`src/rtl/gei_pkg.sv`:
```
package gei_pkg;
   typedef enum logic [1:0] {
      SEL_RISE = 2'd0,
      SEL_FALL = 2'd1,
      SEL_STAT = 2'd2,
      SEL_NONE = 2'd3
   } gei_sel_e;

   function automatic int idx_width(input int nwords);
      return (nwords > 1) ? $clog2(nwords) : 1;
   endfunction
endpackage

```
`src/rtl/gei_sync_edge.sv`:
```
module gei_sync_edge #(
   parameter int W      = 32,
   parameter int STAGES = 2
) (
   input  logic         clk_i,
   input  logic         rst_ni,
   input  logic [W-1:0] d_i,
   output logic [W-1:0] rise_o,
   output logic [W-1:0] fall_o
);
   logic [W-1:0] stg_q [STAGES];
   logic [W-1:0] prev_q;

   if (STAGES < 2) begin : g_bad_stages
      $error("gei_sync_edge: STAGES must be at least 2");
   end

   for (genvar s = 0; s < STAGES; s++) begin : g_stg
      if (s == 0) begin : g_first
         always_ff @(posedge clk_i or negedge rst_ni) begin
            if (!rst_ni) stg_q[s] <= '0;
            else         stg_q[s] <= d_i;
         end
      end else begin : g_next
         always_ff @(posedge clk_i or negedge rst_ni) begin
            if (!rst_ni) stg_q[s] <= '0;
            else         stg_q[s] <= stg_q[s-1];
         end
      end
   end

   always_ff @(posedge clk_i or negedge rst_ni) begin
      if (!rst_ni) prev_q <= '0;
      else         prev_q <= stg_q[STAGES-1];
   end

   assign rise_o = stg_q[STAGES-1] & ~prev_q;
   assign fall_o = ~stg_q[STAGES-1] & prev_q;
endmodule

```
`src/rtl/gei_word_regs.sv`:
```
module gei_word_regs #(
   parameter int           W     = 32,
   parameter logic [W-1:0] VALID = '1
) (
   input  logic         clk_i,
   input  logic         rst_ni,
   input  logic         wr_rise_i,
   input  logic         wr_fall_i,
   input  logic         wr_stat_i,
   input  logic [W-1:0] wdata_i,
   input  logic [W-1:0] rise_evt_i,
   input  logic [W-1:0] fall_evt_i,
   output logic [W-1:0] rise_en_o,
   output logic [W-1:0] fall_en_o,
   output logic [W-1:0] stat_o,
   output logic [W-1:0] set_o
);
   logic [W-1:0] clr;

   assign set_o = ((rise_evt_i & rise_en_o) | (fall_evt_i & fall_en_o)) & VALID;
   assign clr   = wr_stat_i ? wdata_i : '0;

   always_ff @(posedge clk_i or negedge rst_ni) begin
      if (!rst_ni) begin
         rise_en_o <= '0;
         fall_en_o <= '0;
         stat_o    <= '0;
      end else begin
         if (wr_rise_i) rise_en_o <= wdata_i & VALID;
         if (wr_fall_i) fall_en_o <= wdata_i & VALID;
         stat_o <= (stat_o & ~clr) | set_o;
      end
   end
endmodule

```
`src/rtl/gei_irq_out.sv`:
```
module gei_irq_out #(
   parameter int PW = 64
) (
   input  logic          clk_i,
   input  logic          rst_ni,
   input  logic [PW-1:0] stat_i,
   output logic [1:0]    ded_o,
   output logic          sum_o
);
   always_ff @(posedge clk_i or negedge rst_ni) begin
      if (!rst_ni) begin
         ded_o <= '0;
         sum_o <= 1'b0;
      end else begin
         ded_o <= stat_i[1:0];
         sum_o <= |stat_i[PW-1:2];
      end
   end
endmodule

```
`src/rtl/gpio_edge_irq.sv`:
```
module gpio_edge_irq
   import gei_pkg::*;
#(
   parameter int NUM_PINS    = 72,
   parameter int WORD_W      = 32,
   parameter int SYNC_STAGES = 2,
   parameter int NWORDS      = (NUM_PINS + WORD_W - 1) / WORD_W,
   parameter int WIDX_W      = idx_width(NWORDS),
   parameter int ADDR_W      = WIDX_W + 2
) (
   input  logic                clk_i,
   input  logic                rst_ni,
   input  logic [NUM_PINS-1:0] pin_i,
   input  logic                wr_en_i,
   input  logic [ADDR_W-1:0]   wr_addr_i,
   input  logic [WORD_W-1:0]   wr_data_i,
   input  logic [ADDR_W-1:0]   rd_addr_i,
   output logic [WORD_W-1:0]   rd_data_o,
   output logic                irq_pin0_o,
   output logic                irq_pin1_o,
   output logic                irq_sum_o
);
   localparam int PW = NWORDS * WORD_W;

   if (NUM_PINS < 3 || NUM_PINS > 128) begin : g_bad_pins
      $error("gpio_edge_irq: NUM_PINS must be within 3..128");
   end
   if (WORD_W < 8 || WORD_W > 32) begin : g_bad_word
      $error("gpio_edge_irq: WORD_W must be within 8..32");
   end

   logic [PW-1:0] pin_pad;
   logic [PW-1:0] rise_evt, fall_evt;
   logic [NWORDS-1:0][WORD_W-1:0] ren_w, fen_w, stat_w, set_w;
   logic [PW-1:0] stat_flat, set_flat, ren_flat, fen_flat;
   logic [1:0]    ded;

   gei_sel_e            wr_sel, rd_sel;
   logic [WIDX_W-1:0]   wr_idx, rd_idx;

   assign pin_pad = PW'(pin_i);
   assign wr_sel  = gei_sel_e'(wr_addr_i[ADDR_W-1 -: 2]);
   assign wr_idx  = wr_addr_i[WIDX_W-1:0];
   assign rd_sel  = gei_sel_e'(rd_addr_i[ADDR_W-1 -: 2]);
   assign rd_idx  = rd_addr_i[WIDX_W-1:0];

   gei_sync_edge #(.W(PW), .STAGES(SYNC_STAGES)) u_sync (
      .clk_i  (clk_i),
      .rst_ni (rst_ni),
      .d_i    (pin_pad),
      .rise_o (rise_evt),
      .fall_o (fall_evt)
   );

   for (genvar w = 0; w < NWORDS; w++) begin : g_word
      localparam int NV = ((NUM_PINS - w * WORD_W) >= WORD_W) ? WORD_W
                                                             : (NUM_PINS - w * WORD_W);
      localparam logic [WORD_W-1:0] VM = WORD_W'((64'd1 << NV) - 64'd1);
      logic hit;
      assign hit = wr_en_i && (int'(wr_idx) == w);

      gei_word_regs #(.W(WORD_W), .VALID(VM)) u_regs (
         .clk_i      (clk_i),
         .rst_ni     (rst_ni),
         .wr_rise_i  (hit && wr_sel == SEL_RISE),
         .wr_fall_i  (hit && wr_sel == SEL_FALL),
         .wr_stat_i  (hit && wr_sel == SEL_STAT),
         .wdata_i    (wr_data_i),
         .rise_evt_i (rise_evt[w*WORD_W +: WORD_W]),
         .fall_evt_i (fall_evt[w*WORD_W +: WORD_W]),
         .rise_en_o  (ren_w[w]),
         .fall_en_o  (fen_w[w]),
         .stat_o     (stat_w[w]),
         .set_o      (set_w[w])
      );
   end

   assign stat_flat = stat_w;
   assign set_flat  = set_w;
   assign ren_flat  = ren_w;
   assign fen_flat  = fen_w;

   always_comb begin
      rd_data_o = '0;
      if (int'(rd_idx) < NWORDS) begin
         unique case (rd_sel)
            SEL_RISE: rd_data_o = ren_w[rd_idx];
            SEL_FALL: rd_data_o = fen_w[rd_idx];
            SEL_STAT: rd_data_o = stat_w[rd_idx];
            default:  rd_data_o = '0;
         endcase
      end
   end

   gei_irq_out #(.PW(PW)) u_irq (
      .clk_i  (clk_i),
      .rst_ni (rst_ni),
      .stat_i (stat_flat),
      .ded_o  (ded),
      .sum_o  (irq_sum_o)
   );

   assign irq_pin0_o = ded[0];
   assign irq_pin1_o = ded[1];
endmodule

```
`config.mk`:
```
export PLATFORM = sky130hd
export DESIGN_NAME = gpio_edge_irq
export DESIGN_NICKNAME = d
export VERILOG_FILES = /design/src/rtl/gei_pkg.sv /design/src/rtl/gei_sync_edge.sv /design/src/rtl/gei_word_regs.sv /design/src/rtl/gei_irq_out.sv /design/src/rtl/gpio_edge_irq.sv
export SDC_FILE = /design/constraint.sdc
export NUM_CORES = 1
export LEC_CHECK = 0
export BUFFER_PORTS_ARGS = -buffer_cell sky130_fd_sc_hd__clkbuf_2
export CAP_MARGIN = 20
export CORE_UTILIZATION = 30
export CTS_BUF_LIST = sky130_fd_sc_hd__clkbuf_4 sky130_fd_sc_hd__clkbuf_8 sky130_fd_sc_hd__clkbuf_16
export DETAILED_ROUTE_END_ITERATION = 10
export PLACE_DENSITY = 0.46
export REMOVE_ABC_BUFFERS = 1
export SLEW_MARGIN = 5
export SYNTH_ARGS = -nofsm -noshare
export SYNTH_HDL_FRONTEND = slang
export SYNTH_SLANG_ARGS = --single-unit
```
`constraint.sdc`:
```
create_clock -name clk_i -period 2.6 [get_ports clk_i]
set_clock_uncertainty 0.05 [all_clocks]
set_input_delay 0.13 -clock clk_i [delete_from_list [all_inputs] [get_ports clk_i]]
set_output_delay 0.13 -clock clk_i [all_outputs]
set_load 0.005 [all_outputs]
```
==> summary by stage, run 1 <==
Status
The run finished with clean final reports.

Cells and area
The library cell used most frequently in the layout, excluding fill and tap cells, is dfrtp_1. In the layout the commonest cells are 459 x dfrtp_1, 236 x nand2_1, 158 x o21ai_0. In the final design database the tool counted 1,826 nets. In the final layout, the share of cells above drive strength 1 is 0.202.

The growth of design area from synthesis to finish is 26.7%.

Worst setup path
The worst endpoint required time is ~2.4 ns. The critical path start-end classification is flip-flop to primary output. The critical path goes through mux4_2, nor3b_1, a221o_1, clkbuf_2. The cell with the biggest individual delay on the critical path is mux4_2. The depth of the critical timing path with buffers and inverters included is 4. The cell family contributing the most delay on the critical path is multiplexers. For the worst setup path, the data arrival time is 2.05 ns.

For this run, the slowest stage of the critical path takes around 0.47 ns. In this run the critical register-to-register path is captured at u_irq.sum_o. The beginning of the worst register-to-register path is g_word[2].u_regs.stat_o[6]. The number of cells on the worst reg-to-reg path is 4. Together, buffers and inverters on the worst path number 1. Tracing the worst setup path back leads to its startpoint at g_word[1].u_regs.fall_en_o[31]. The capture point of the critical path is rd_data_o[31]. Along the worst path, the maximum fanout reaches 3. In this run the register-to-register setup slack is 0.58 ns. The worst setup path is launched from a flip-flop. The kind of end point of the critical path is a primary output.

STA
The final-report max-slew violation count came to 0. The routed design could run at a clock period as short as 2.23 ns. For this run, the top clock speed supported by timing is 0.449 GHz.

Setup repair after global routing left no endpoint under its margin. Setup violations remaining at the end of the flow were counted as 0. The final worst-path cycle share is 0.857. In the final timing run, aggregate negative setup slack is 0 ns. The number of endpoints with negative hold slack in the final report came to 0. The max-slew headroom at the worst pin is 0.346.

For the pin with the worst max-slew slack, the measured transition is 0.972 ns. The final worst setup slack is between 0.3 and 0.4 ns.

Place
The final weighted congestion in routability-driven placement is ~0.77. The worst setup slack before clock tree synthesis is 0.516 ns. Detailed placement finished with a half-perimeter wire length of 32,100 µm. During placement, the flow inserted port buffers numbering 149.

Detailed routing
The starting DRC count in detailed routing is approximately 630. In the final routed layout, each cell accounts on average for 19.9 µm. The first detailed-routing pass ran for 5 iterations. The routed wire length is 50,100 µm.

The detailed-route DRC error count is 0. Detailed routing inserted a total of about 12,000 vias. In the routed layout, each cell is associated on average with a via count of 4.82.

The remaining number of nets flagged by the antenna check after routing is 0.

Clock tree
The number of buffers on the longest clock path is 3. The number of buffers added by the clock tree synthesis step is 52. In this run the number of H-tree levels came out at 2. Clock tree synthesis found a total of 459 sinks. Clock tree synthesis selected as its root buffer the cell clkbuf_16. The source-to-sink clock delay at the later pin of the worst-skew pair is approximately 0.60 ns.

The number of gates resized after CTS was 0. TritonCTS built the clock tree. After clock tree synthesis, the clock-pin slew on the worst setup and hold paths is 0.06 ns.

Global routing
The global route total overflow is 0. The wire length of the first global-routing pass is 78,600 µm. The maximum number of pins on one net before global-route repair is 78.

The number of global-route vias before repair is 12,700. The initial antenna violation count is 0. The global-route usage over all layers is 0.174.

Synth
In this run, synthesis produced a sequential element count of between 400 and 500. The synthesis warning total is 0. The XOR/XNOR share of the synthesized area is 0. The synthesized area is 0.0175 mm². Counting distinct cell types in the post-synthesis netlist gives 38. The cell count after synthesis is 1,427. A synthesized cell averages between 10 and 15 µm². Of the total synthesized cell area, the portion taken by full adders, half adders and majority gates is 0. The combinational family with the most area after synthesis is compound AO/OA/AOI/OAI gates.

For this run, the leading register cell type out of synthesis is dfrtp_1. The number of enable flip-flop cells after synthesis is 0. The portion of the post-synthesis area used by sequential elements is 0.658. After synthesis, the share of cell area in mux cells is 0.0711.

The share of synthesized flip-flops with an asynchronous set or reset is 1.00. The synthesized-area fraction occupied by ao, oa, aoi and oai cells is 0.142. The area fraction in and, or, nand and nor cells after synthesis is 0.103.

Die
The effective utilization at floorplan is 0.303. The row count is 88. From bottom edge to top edge, the die measures around 240 µm. The number of top-level pins is 150.

The chip width is 243 µm. The floorplan step defined a die boundary enclosing 0.0591 mm². After floorplanning, the core was sized to cover 0.0576 mm².

Min path
The path class of the lowest-slack min-delay path is input port to async pin.

Run
Across the run, the number of max-cap violations was 0.

Power
The power density of the placed cells is 804 mW/mm². The worst-case IR drop observed on VDD is between 400 and 500 µV. The static leakage is 9.52 nW.
how the worst min path moves through the flow:
stage                  from                            end  slack, ns  cells past startpoint
floorplan            rst_ni  g_word[0].u_regs.fall_en_o[0]      -0.22                      0
global placement     rst_ni    g_word[0].u_regs.stat_o[23]       0.13                      1
detailed placement   rst_ni    g_word[0].u_regs.stat_o[23]       0.14                      1
CTS                 wr_en_i  g_word[2].u_regs.fall_en_o[0]       0.03                      4
global route        wr_en_i  g_word[2].u_regs.fall_en_o[0]       0.07                      4
finish               rst_ni    g_word[0].u_regs.stat_o[23]       0.07                      2
flip-flops by register name (all words and copies together), names as in the netlist:
register / cells
g_word.u_regs.stat_o: 96
u_irq.ded_o: 2
u_sync.stg_q: 144
u_irq.sum_o: 1
g_word.u_regs.fall_en_o: 72
u_sync.prev_q: 72
g_word.u_regs.rise_en_o: 72
layout make-up:
type                            count  area, µm²
Fill cell                        5580      35500
Sequential cell                   459      11500
Multi-Input combinational cell    867       5540
Timing Repair Buffer              297       2270
Clock buffer                       79       1580
Tap cell                          765        957
Clock inverter                     15        145
Inverter                           34        128
Antenna cell                        1       2.50
worst register-to-register path, stage by stage, from the launching register on:
cell     delay, ns
dfrtp_1       0.42
nor4_1        0.68
nand4_1       0.26
nor4_1        0.40
nand2_1       0.08
cell families (layout without fill, tap and decap cells):
family / Yosys count / after routing
buf+inv: 101 / 425
simple gates: 364 / 364
mux: 112 / 112
compound gates: 391 / 391
other cells: 0 / 1
flops: 459 / 459
report_power, final:
| group | switching [W] | leakage (nW) | internal [W] |
|---|---|---|---|
| clock network | 0.00294 | 0.871 | 0.00438 |
| registers | 0.000669 | 5.37 | 0.00797 |
| logic | 0.000918 | 3.28 | 0.000902 |
through the flow:
| stage | utilization | hold slack (ns) | cells | total power [W] | cell area [µm²] |
|---|---|---|---|---|---|
| floorplan | - | -0.216 | 1360 | 0.00952 | 17100 |
| global placement | 0.336 | 0.128 | 2317 | 0.0104 | 19300 |
| detailed placement | 0.336 | 0.137 | 2317 | 0.0105 | 19300 |
| CTS | 0.384 | 0.0343 | 2516 | 0.0181 | 22100 |
| global route | 0.384 | 0.0706 | 2516 | 0.0187 | 22100 |
| finish | 0.384 | 0.0653 | 2517 | 0.0178 | 22100 |
metal layers:
metal  global-route usage  share of wire  vias to the layer above  wire length (µm)
met1                0.243           0.47                     6113             23600
met5                    0              0                        -                 0
met2                0.279           0.47                      280             23400
li1                     -              -                     5668                 -
met3               0.0302          0.045                       66              2280
met4               0.0464          0.019                        0               942
cells in the mapped netlist (2+ instances only):
cell type    n  share of area
a22oi_1      5         0.0022
mux2_1       4         0.0026
nand4_1      6         0.0022
a221o_1      4         0.0023
a221oi_1    10         0.0050
inv_1       33         0.0071
a32o_1      23          0.013
nand3b_1    73          0.031
mux4_2       4         0.0052
o211ai_1    63          0.027
a21o_1      32          0.014
o21ai_1     36          0.010
and3_1       2        0.00072
nor2b_1      2        0.00072
nand2_1    238          0.051
dfrtp_1    459           0.66
nor2_1       7         0.0015
buf_4       14         0.0060
o21ai_0    158          0.045
mux2_2      52          0.034
a21oi_1     23         0.0066
mux2i_1     52          0.030
o31ai_1     13         0.0056
nor4_1      24         0.0086
buf_2       21         0.0060
nand2b_1     3         0.0011
nor3b_2      2         0.0014
clkbuf_1    31         0.0067
a21boi_0    24          0.010
repair_timing:
item	4_1_cts	5_1_grt
setup buffers	0	0
hold endpoints to repair	496	0
hold buffers	105	0
No activity file was read; power rests on OpenSTA's default activity.
==> run 2, diff against run 1 <==
PLACE_DENSITY = 0.5   (was 0.46)
SYNTH_HIERARCHICAL = 1   (was not set)
==> run 2 against run 1 <==
  * Die area rose by 14%
  * Hold slack better by 0.014 ns
  * Core utilization is 0.96 points lower
  * Non-clock buffer count shrank 4
  * Largest cell class unchanged
  * Largest power group unchanged
  * Highest routed layer is now met5
==> summary by stage, run 2 <==
STA
The final worst-path cycle share is 0.809 (-0.0488). Setup repair after global routing left no endpoint under its margin. The max-slew headroom at the worst pin is 0.524 (+0.177). The final-report max-slew violation count is 0 (unchanged). The number of endpoints with negative hold slack in the final report is 0 (unchanged).

The achievable frequency was 0.476 GHz (+6.0%). The transition time of the tightest slew-check pin is 0.708 ns (-0.264 ns). The final period demand of the worst path was 2.10 ns (-0.127 ns). The final-report setup violation count is 0 (unchanged). The accumulated negative setup slack is 0 ns (unchanged).

Die
The row count is 93 (+5.7%). The area of the core is 0.0649 mm² (+13%). The number of top-level pins is 150 (unchanged). The effective utilization at floorplan is 0.306 (+0.00299). The die area is 0.0673 mm² (+14%). The y dimension of the die is 259 µm (+6.7%). The chip width was 259 µm (+6.7%).

Detailed routing
The wire length per cell is 21.0 µm (+5.4%). The first-pass iteration count of the detailed router came to 4 (-1). The routed via count came to 12,200 (+0.43%). The starting DRC count in detailed routing was 761 (+21%).

The remaining number of nets flagged by the antenna check after routing is 0 (unchanged). The detailed-route DRC error count came to 0 (unchanged). The post-detailed-route via-to-cell ratio is 4.74 (-1.5%). The routed wire length is 53,900 µm (+7.5%).

Clock tree
TritonCTS built the clock tree. The number of buffers on the longest clock path is 3 (unchanged). The source-to-sink clock delay at the later pin of the worst-skew pair is 0.59 ns (about the same). The clock sink total came to 459 (unchanged). The maximum level of the CTS H-tree came to 2 (unchanged). The number of buffers added by the clock tree synthesis step is 52 (unchanged).

Clock tree synthesis selected as its root buffer the cell clkbuf_16. The clock-pin transition on the worst setup and hold timing paths came to 0.06 ns (about the same). The post-cts gate resize count came to 0 (unchanged).

Synth
The mean cell area of the mapped netlist is 14.3 µm² (+17%). The synthesis warning total came to 6 (+6). The cell count after synthesis was 1,389 (-2.7%). The synthesized area is 0.0199 mm² (+14%).

Place
The number of port buffers is 149 (unchanged). The placed wire-length estimate came to 34,100 µm (+6.1%). The final weighted congestion in routability-driven placement was 0.771 (-0.18%). The count of placed standard cells including taps came to 2,365 (+2.1%).

Worst setup path
The worst reg-to-reg setup slack came to 0.67 ns (+0.09 ns). STA classifies the critical path startpoint as an input port. The worst endpoint required time is 2.42 ns (about the same). The top fanout value on the critical path is 32 (+29). The data arrival time of the critical path is 1.92 ns (-0.13 ns). The number of cells on the worst reg-to-reg path is 4 (unchanged).

The kind of end point of the critical path is a primary output. In this run the critical register-to-register path is launched from g_word[0].u_regs/stat_o[8]. The reg-to-reg endpoint is u_irq/sum_o. The critical path start-end classification is input port to primary output.

Min path
The min-delay analysis places its worst path in the category input port to async pin.

Cells and area
The net total in the final layout was 1,784 (-2.3%). The growth of design area from synthesis to finish is 22.3%. The register with the most flip-flops is u_sync/stg_q. The share of the core filled with cells in the final layout is 0.374 (-0.00962).

The fraction of final layout cells with drive strength greater than 1 is 0.346 (+0.144). The largest registers in the layout are u_sync/stg_q: 144 flops, g_word.u_regs/stat_o: 96 flops. The most frequent standard cell in the layout excluding fill and tap cells is dfrtp_1. The number of flip-flops under the largest register name is 144 (unchanged). The top cell types in the final layout, fill and taps aside, are 459 x dfrtp_1, 147 x clkbuf_2, 144 x and2b_2.

The non-filler instance count after layout is 2,567 (+2.0%).

Global routing
The global route total overflow came to 0 (unchanged). The maximum number of pins on one net before global-route repair is 77 (-1.3%). The wire length of the first global-routing pass was 82,600 µm (+5.1%). The number of global-route vias before repair is 13,000 (+2.1%). The initial antenna violation count was 2 (+2). The global-route usage over all layers came to 0.163 (-0.0117).

Power
The power density of the placed cells was 770 mW/mm² (-4.3%). The static leakage is 10.9 nW (+14%). The peak supply drop is 454 µV (-8.0%).

Status
The run finished with clean final reports.

Run
The number of max-capacitance violations reported is 0 (unchanged).
-- run 2: layout make-up --
cell class              count  area (µm²)
flip-flops and latches    459       11500
clock buffers              74        1570
well taps                 855        1070
multi-input cells         862        7630
inverters                   1        3.75
repair buffers            293        2310
clock inverters            22         239
fillers                  6253       40600
diodes                      1        2.50
-- run 2: through the flow --
step,instance area (µm²),total power [W],setup WS [ns],hold WS [ns]
2_1_floorplan,19100,0.0100,-2.11,-0.216
3_3_place_gp,21400,0.0110,0.539,0.139
3_5_place_dp,21400,0.0111,0.537,0.147
4_1_cts,24300,0.0190,0.511,0.0803
5_1_grt,24300,0.0196,0.458,0.106
6_report,24300,0.0187,0.498,0.0796
-- run 2: how the worst max path moves through the flow --
stage                                          endpoint                            from  cells past startpoint  slack (ns)
after floorplan           g_word[0].u_regs/rise_en_o[0]                    wr_addr_i[3]                      3       -2.11
after global placement                    rd_data_o[23]                    rd_addr_i[1]                      6        0.54
after detailed placement                  rd_data_o[23]                    rd_addr_i[1]                      6        0.54
after CTS                                 rd_data_o[23]  g_word[0].u_regs/rise_en_o[23]                      4        0.51
after global routing                      rd_data_o[23]                    rd_addr_i[1]                      6        0.46
final                                     rd_data_o[23]                    rd_addr_i[1]                      6        0.50
-- run 2: worst max-delay path, cell delays in order --
cell and delay (ns):
buf_6 0.34, buf_4 0.39, mux2i_1 0.42, o2bb2ai_1 0.13, a221o_1 0.35, clkbuf_2 0.12
-- run 2: where the power goes --
group          switching (W)  internal (W)  leakage (nW)
sequential          0.000704       0.00797          5.31
clock                0.00304       0.00459         0.898
combinational       0.000933       0.00147          4.65
-- run 2: timing repair --
item                       in CTS  in global routing
setup endpoints to repair       0                  0
buffers inserted                0                  0
hold endpoints to repair      396                  0
hold buffers                  105                  0
-- run 2: metal layers --
layer,share of wire,vias up,GRT usage
li1,-,5540,-
met1,0.48,6324,0.229
met2,0.46,246,0.259
met3,0.040,67,0.0264
met4,0.019,2,0.0425
met5,0.00024,-,0
==> run 3, diff against run 2 <==
PLACE_DENSITY = 0.52   (was 0.5)
clock period = 1.9 ns   (was 2.6 ns; I/O delays follow)
==> run 3 against run 2 <==
  * The run now ends with setup timing left
  * Global-route usage is 0.079 points higher
  * Clock-buffer cell count is 2 lower
  * Worst setup slack got worse by 0.53 ns
  * Final cell count grew 5.5%
  * Die area unchanged
  * Combinational power up 61%
  * Non-clock buffer count is 143 higher
  * Sequential share of layout area decreased by 2.4 points
  * Register-to-register slack got worse by 0.67 ns
  * Core utilization rose by 2.1 points
  * Flip-flop and latch count stayed put
  * First-iteration DRC count is 22% lower
  * Critical path type is now flip-flop to primary output
  * Largest power group unchanged
==> summary by stage, run 3 (synthesized netlist as in run 2, its figures left out) <==
Status
The flow ran to the end, but the final reports show violations. The final reports fail on setup timing.

Global routing
The global-route usage over all layers is 0.163 (+0.000795). The maximum number of pins on one net before global-route repair is 65 (-16%). The global route total overflow is 0 (unchanged).

The initial antenna violation count was 2 (unchanged). The number of global-route vias before repair is 13,600 (+5.0%). The wire length of the first global-routing pass is 83,300 µm (+0.85%).

Power
The part of the total power dissipated in the clock network came to 0.404 (-0.004). The switching power of the nets was 0.00648 W (+39%). The internal power is 0.0197 W (+40%). The share of total power consumed by net switching is 0.247 (-0.00251). The static leakage is 11.6 nW (+7.0%).

The peak supply drop is 829 µV (+83%). The combinational fraction of design power is 0.148 (+0.020). The share of power burned in registers is 0.449 (-0.014). The power density of the placed cells is 1020 mW/mm² (+33%). The total chip power was 0.0262 W (+40%).

Clock tree
The maximum level of the CTS H-tree is 2 (unchanged). The root cell of the clock tree is clkbuf_16. The clock sink total was 459 (unchanged). The clock-pin transition on the worst setup and hold timing paths is 0.07 ns (about the same). The TritonCTS clock tree is built. The number of buffers on the longest clock path is 3 (unchanged). The number of buffers added by the clock tree synthesis step is 51 (-1.9%). The source-to-sink clock delay at the later pin of the worst-skew pair is 0.61 ns (+0.02 ns).

Detailed routing
The detailed-route DRC error count came to 0 (unchanged). The starting DRC count in detailed routing was 594 (-22%). The remaining number of nets flagged by the antenna check after routing was 0 (unchanged). The post-detailed-route via-to-cell ratio is 4.72 (-0.43%). The routed via count is 12,800 (+5.0%). The wire length per cell was 20.2 µm (-3.7%). The routed wire length is 54,700 µm (+1.6%). The first-pass iteration count of the detailed router was 4 (unchanged).

Die
The area of the core came to 0.0649 mm² (unchanged). The die area is 0.0673 mm² (unchanged). The effective utilization at floorplan is 0.306 (unchanged). The y dimension of the die is 259 µm (unchanged). The chip width is 259 µm (unchanged). The row count is 93 (unchanged). The number of top-level pins came to 150 (unchanged).

Place
The final weighted congestion in routability-driven placement is 0.770 (-0.22%). The placed wire-length estimate came to 34,400 µm (+0.83%). The number of port buffers was 149 (unchanged). The worst setup slack before clock tree synthesis is -0.0164 ns (-0.553 ns).

Worst setup path
The worst endpoint required time is 1.75 ns (-0.67 ns). The maximum single-stage delay on the critical path was 0.39 ns (-0.03 ns). The worst setup path is captured at a primary output. The cell with the biggest individual delay on the critical path is dfrtp_1. The nature of the critical path startpoint is a flip-flop. The signal on the critical path passes through mux2i_1, o22ai_1, a221o_1, clkbuf_2. The top fanout value on the critical path is 2 (-94%). The data arrival time of the critical path was 1.78 ns (-0.14 ns). The critical path is of the flip-flop to primary output type.

Cells and area
The largest registers in the layout are u_sync/stg_q: 144 flops, g_word.u_regs/stat_o: 96 flops. The fraction of final layout cells with drive strength greater than 1 was 0.404 (+0.0584). The net total in the final layout came to 1,926 (+8.0%). The area growth from synthesis to layout is 29.0%.

Leaving out fill and tap cells, the most frequent cells in the layout are 451 x dfrtp_1, 149 x buf_4, 145 x clkbuf_2. The number of fill cells is 6,141 (-1.8%). The register with the most flip-flops is u_sync/stg_q.

The multi-input gate area in the final layout is 0.00767 mm² (+0.62%). The area taken by flip-flops and latches is 0.0115 mm² (about the same). The number of flip-flops under the largest register name was 144 (unchanged).

Leaving out fill and tap cells, the most frequent cell in the layout is dfrtp_1.

STA
The accumulated negative setup slack is -0.109 ns (-0.109 ns). The max-slew headroom at the worst pin is 0.523 (about the same). Setup repair after global routing could not meet its margin everywhere.

The final-report setup violation count came to 7 (+7). The achievable frequency is 0.518 GHz. The final-report max-slew violation count is 0 (unchanged). The final worst setup slack was -0.0297 ns (-0.527 ns). The number of endpoints with negative hold slack in the final report is 0 (unchanged). The final worst-path cycle share is 1.02. The final period demand of the worst path is 1.93 ns.

The transition time of the tightest slew-check pin is 0.715 ns (+0.00687 ns).

Run
The number of max-capacitance violations reported is 0 (unchanged).

Min path
The tightest min-delay check is of the input port to async pin type.
run 3: metrics by stage:
stage | instance area [µm²] | std cells | utilization | hold slack (ns)
final | 25600 | 2708 | 0.395 | 0.0689
after global routing | 25600 | 2708 | 0.395 | 0.0557
after CTS | 25300 | 2667 | 0.390 | 0.0350
after detailed placement | 21900 | 2403 | 0.337 | -0.00729
after global placement | 21900 | 2403 | 0.337 | -0.0182
after floorplan | 19100 | 1322 | - | -0.251
run 3: repair_timing:
item / 4_1_cts / 5_1_grt
buffers inserted: 69 / 40
endpoints found under the setup margin: 29 / 32
cloned: 0 / 0
resized for setup: 15 / 5
pin swaps: 20 / 18
hold buffers: 106 / 0
endpoints found under the hold margin: 771 / 0
run 3: power by group through the flow:
stage	sequential, W	combinational, W	clock [W]
floorplan	0.0116	0.00211	0
global placement	0.0120	0.00317	0
detailed placement	0.0120	0.00323	0
CTS	0.0118	0.00375	0.0109
global route	0.0119	0.00418	0.0113
finish	0.0118	0.00387	0.0106
run 3: layout make-up:
type | instances | area share
Tap cell | 855 | 0.0417
Sequential cell | 459 | 0.448
Clock buffer | 72 | 0.0595
Timing Repair Buffer | 436 | 0.139
Inverter | 1 | 0.000146
Antenna cell | 1 | 0.0000976
Clock inverter | 22 | 0.0111
Multi-Input combinational cell | 862 | 0.299
run 3: path summary, 6_finish.rpt:
kind	from	endpoint	slack, ns	cells past startpoint
max	g_word[2].u_regs/stat_o[27]	rd_data_o[27]	-0.03	4
min	rst_ni	u_sync/prev_q[6]	0.07	3
min in group clk_i	wr_addr_i[1]	g_word[0].u_regs/rise_en_o[7]	0.07	4
min reg2reg	u_sync/stg_q[96]	u_sync/stg_q[0]	0.29	0
max reg2reg	g_word[0].u_regs/stat_o[8]	u_irq/sum_o	0	6
max in group asynchronous	rst_ni	g_word[1].u_regs/stat_o[29]	1.27	3
run 3: per-layer routing:
| metal | track usage | part of all wire | wire, µm | vias to the layer above |
|---|---|---|---|---|
| li1 | - | - | - | 5818 |
| met1 | 0.227 | 0.47 | 25600 | 6561 |
| met2 | 0.260 | 0.46 | 25300 | 302 |
| met3 | 0.0230 | 0.040 | 2160 | 110 |
| met4 | 0.0572 | 0.030 | 1620 | 2 |
| met5 | 0 | 0.00024 | 13 | - |
run 3: critical path, delay by kind of cell (launching register included):
family,cells,cell delay (ns)
AO/OA/AOI/OAI,2,0.46
flip-flops,1,0.39
multiplexers,1,0.18
buffers and inverters,1,0.14
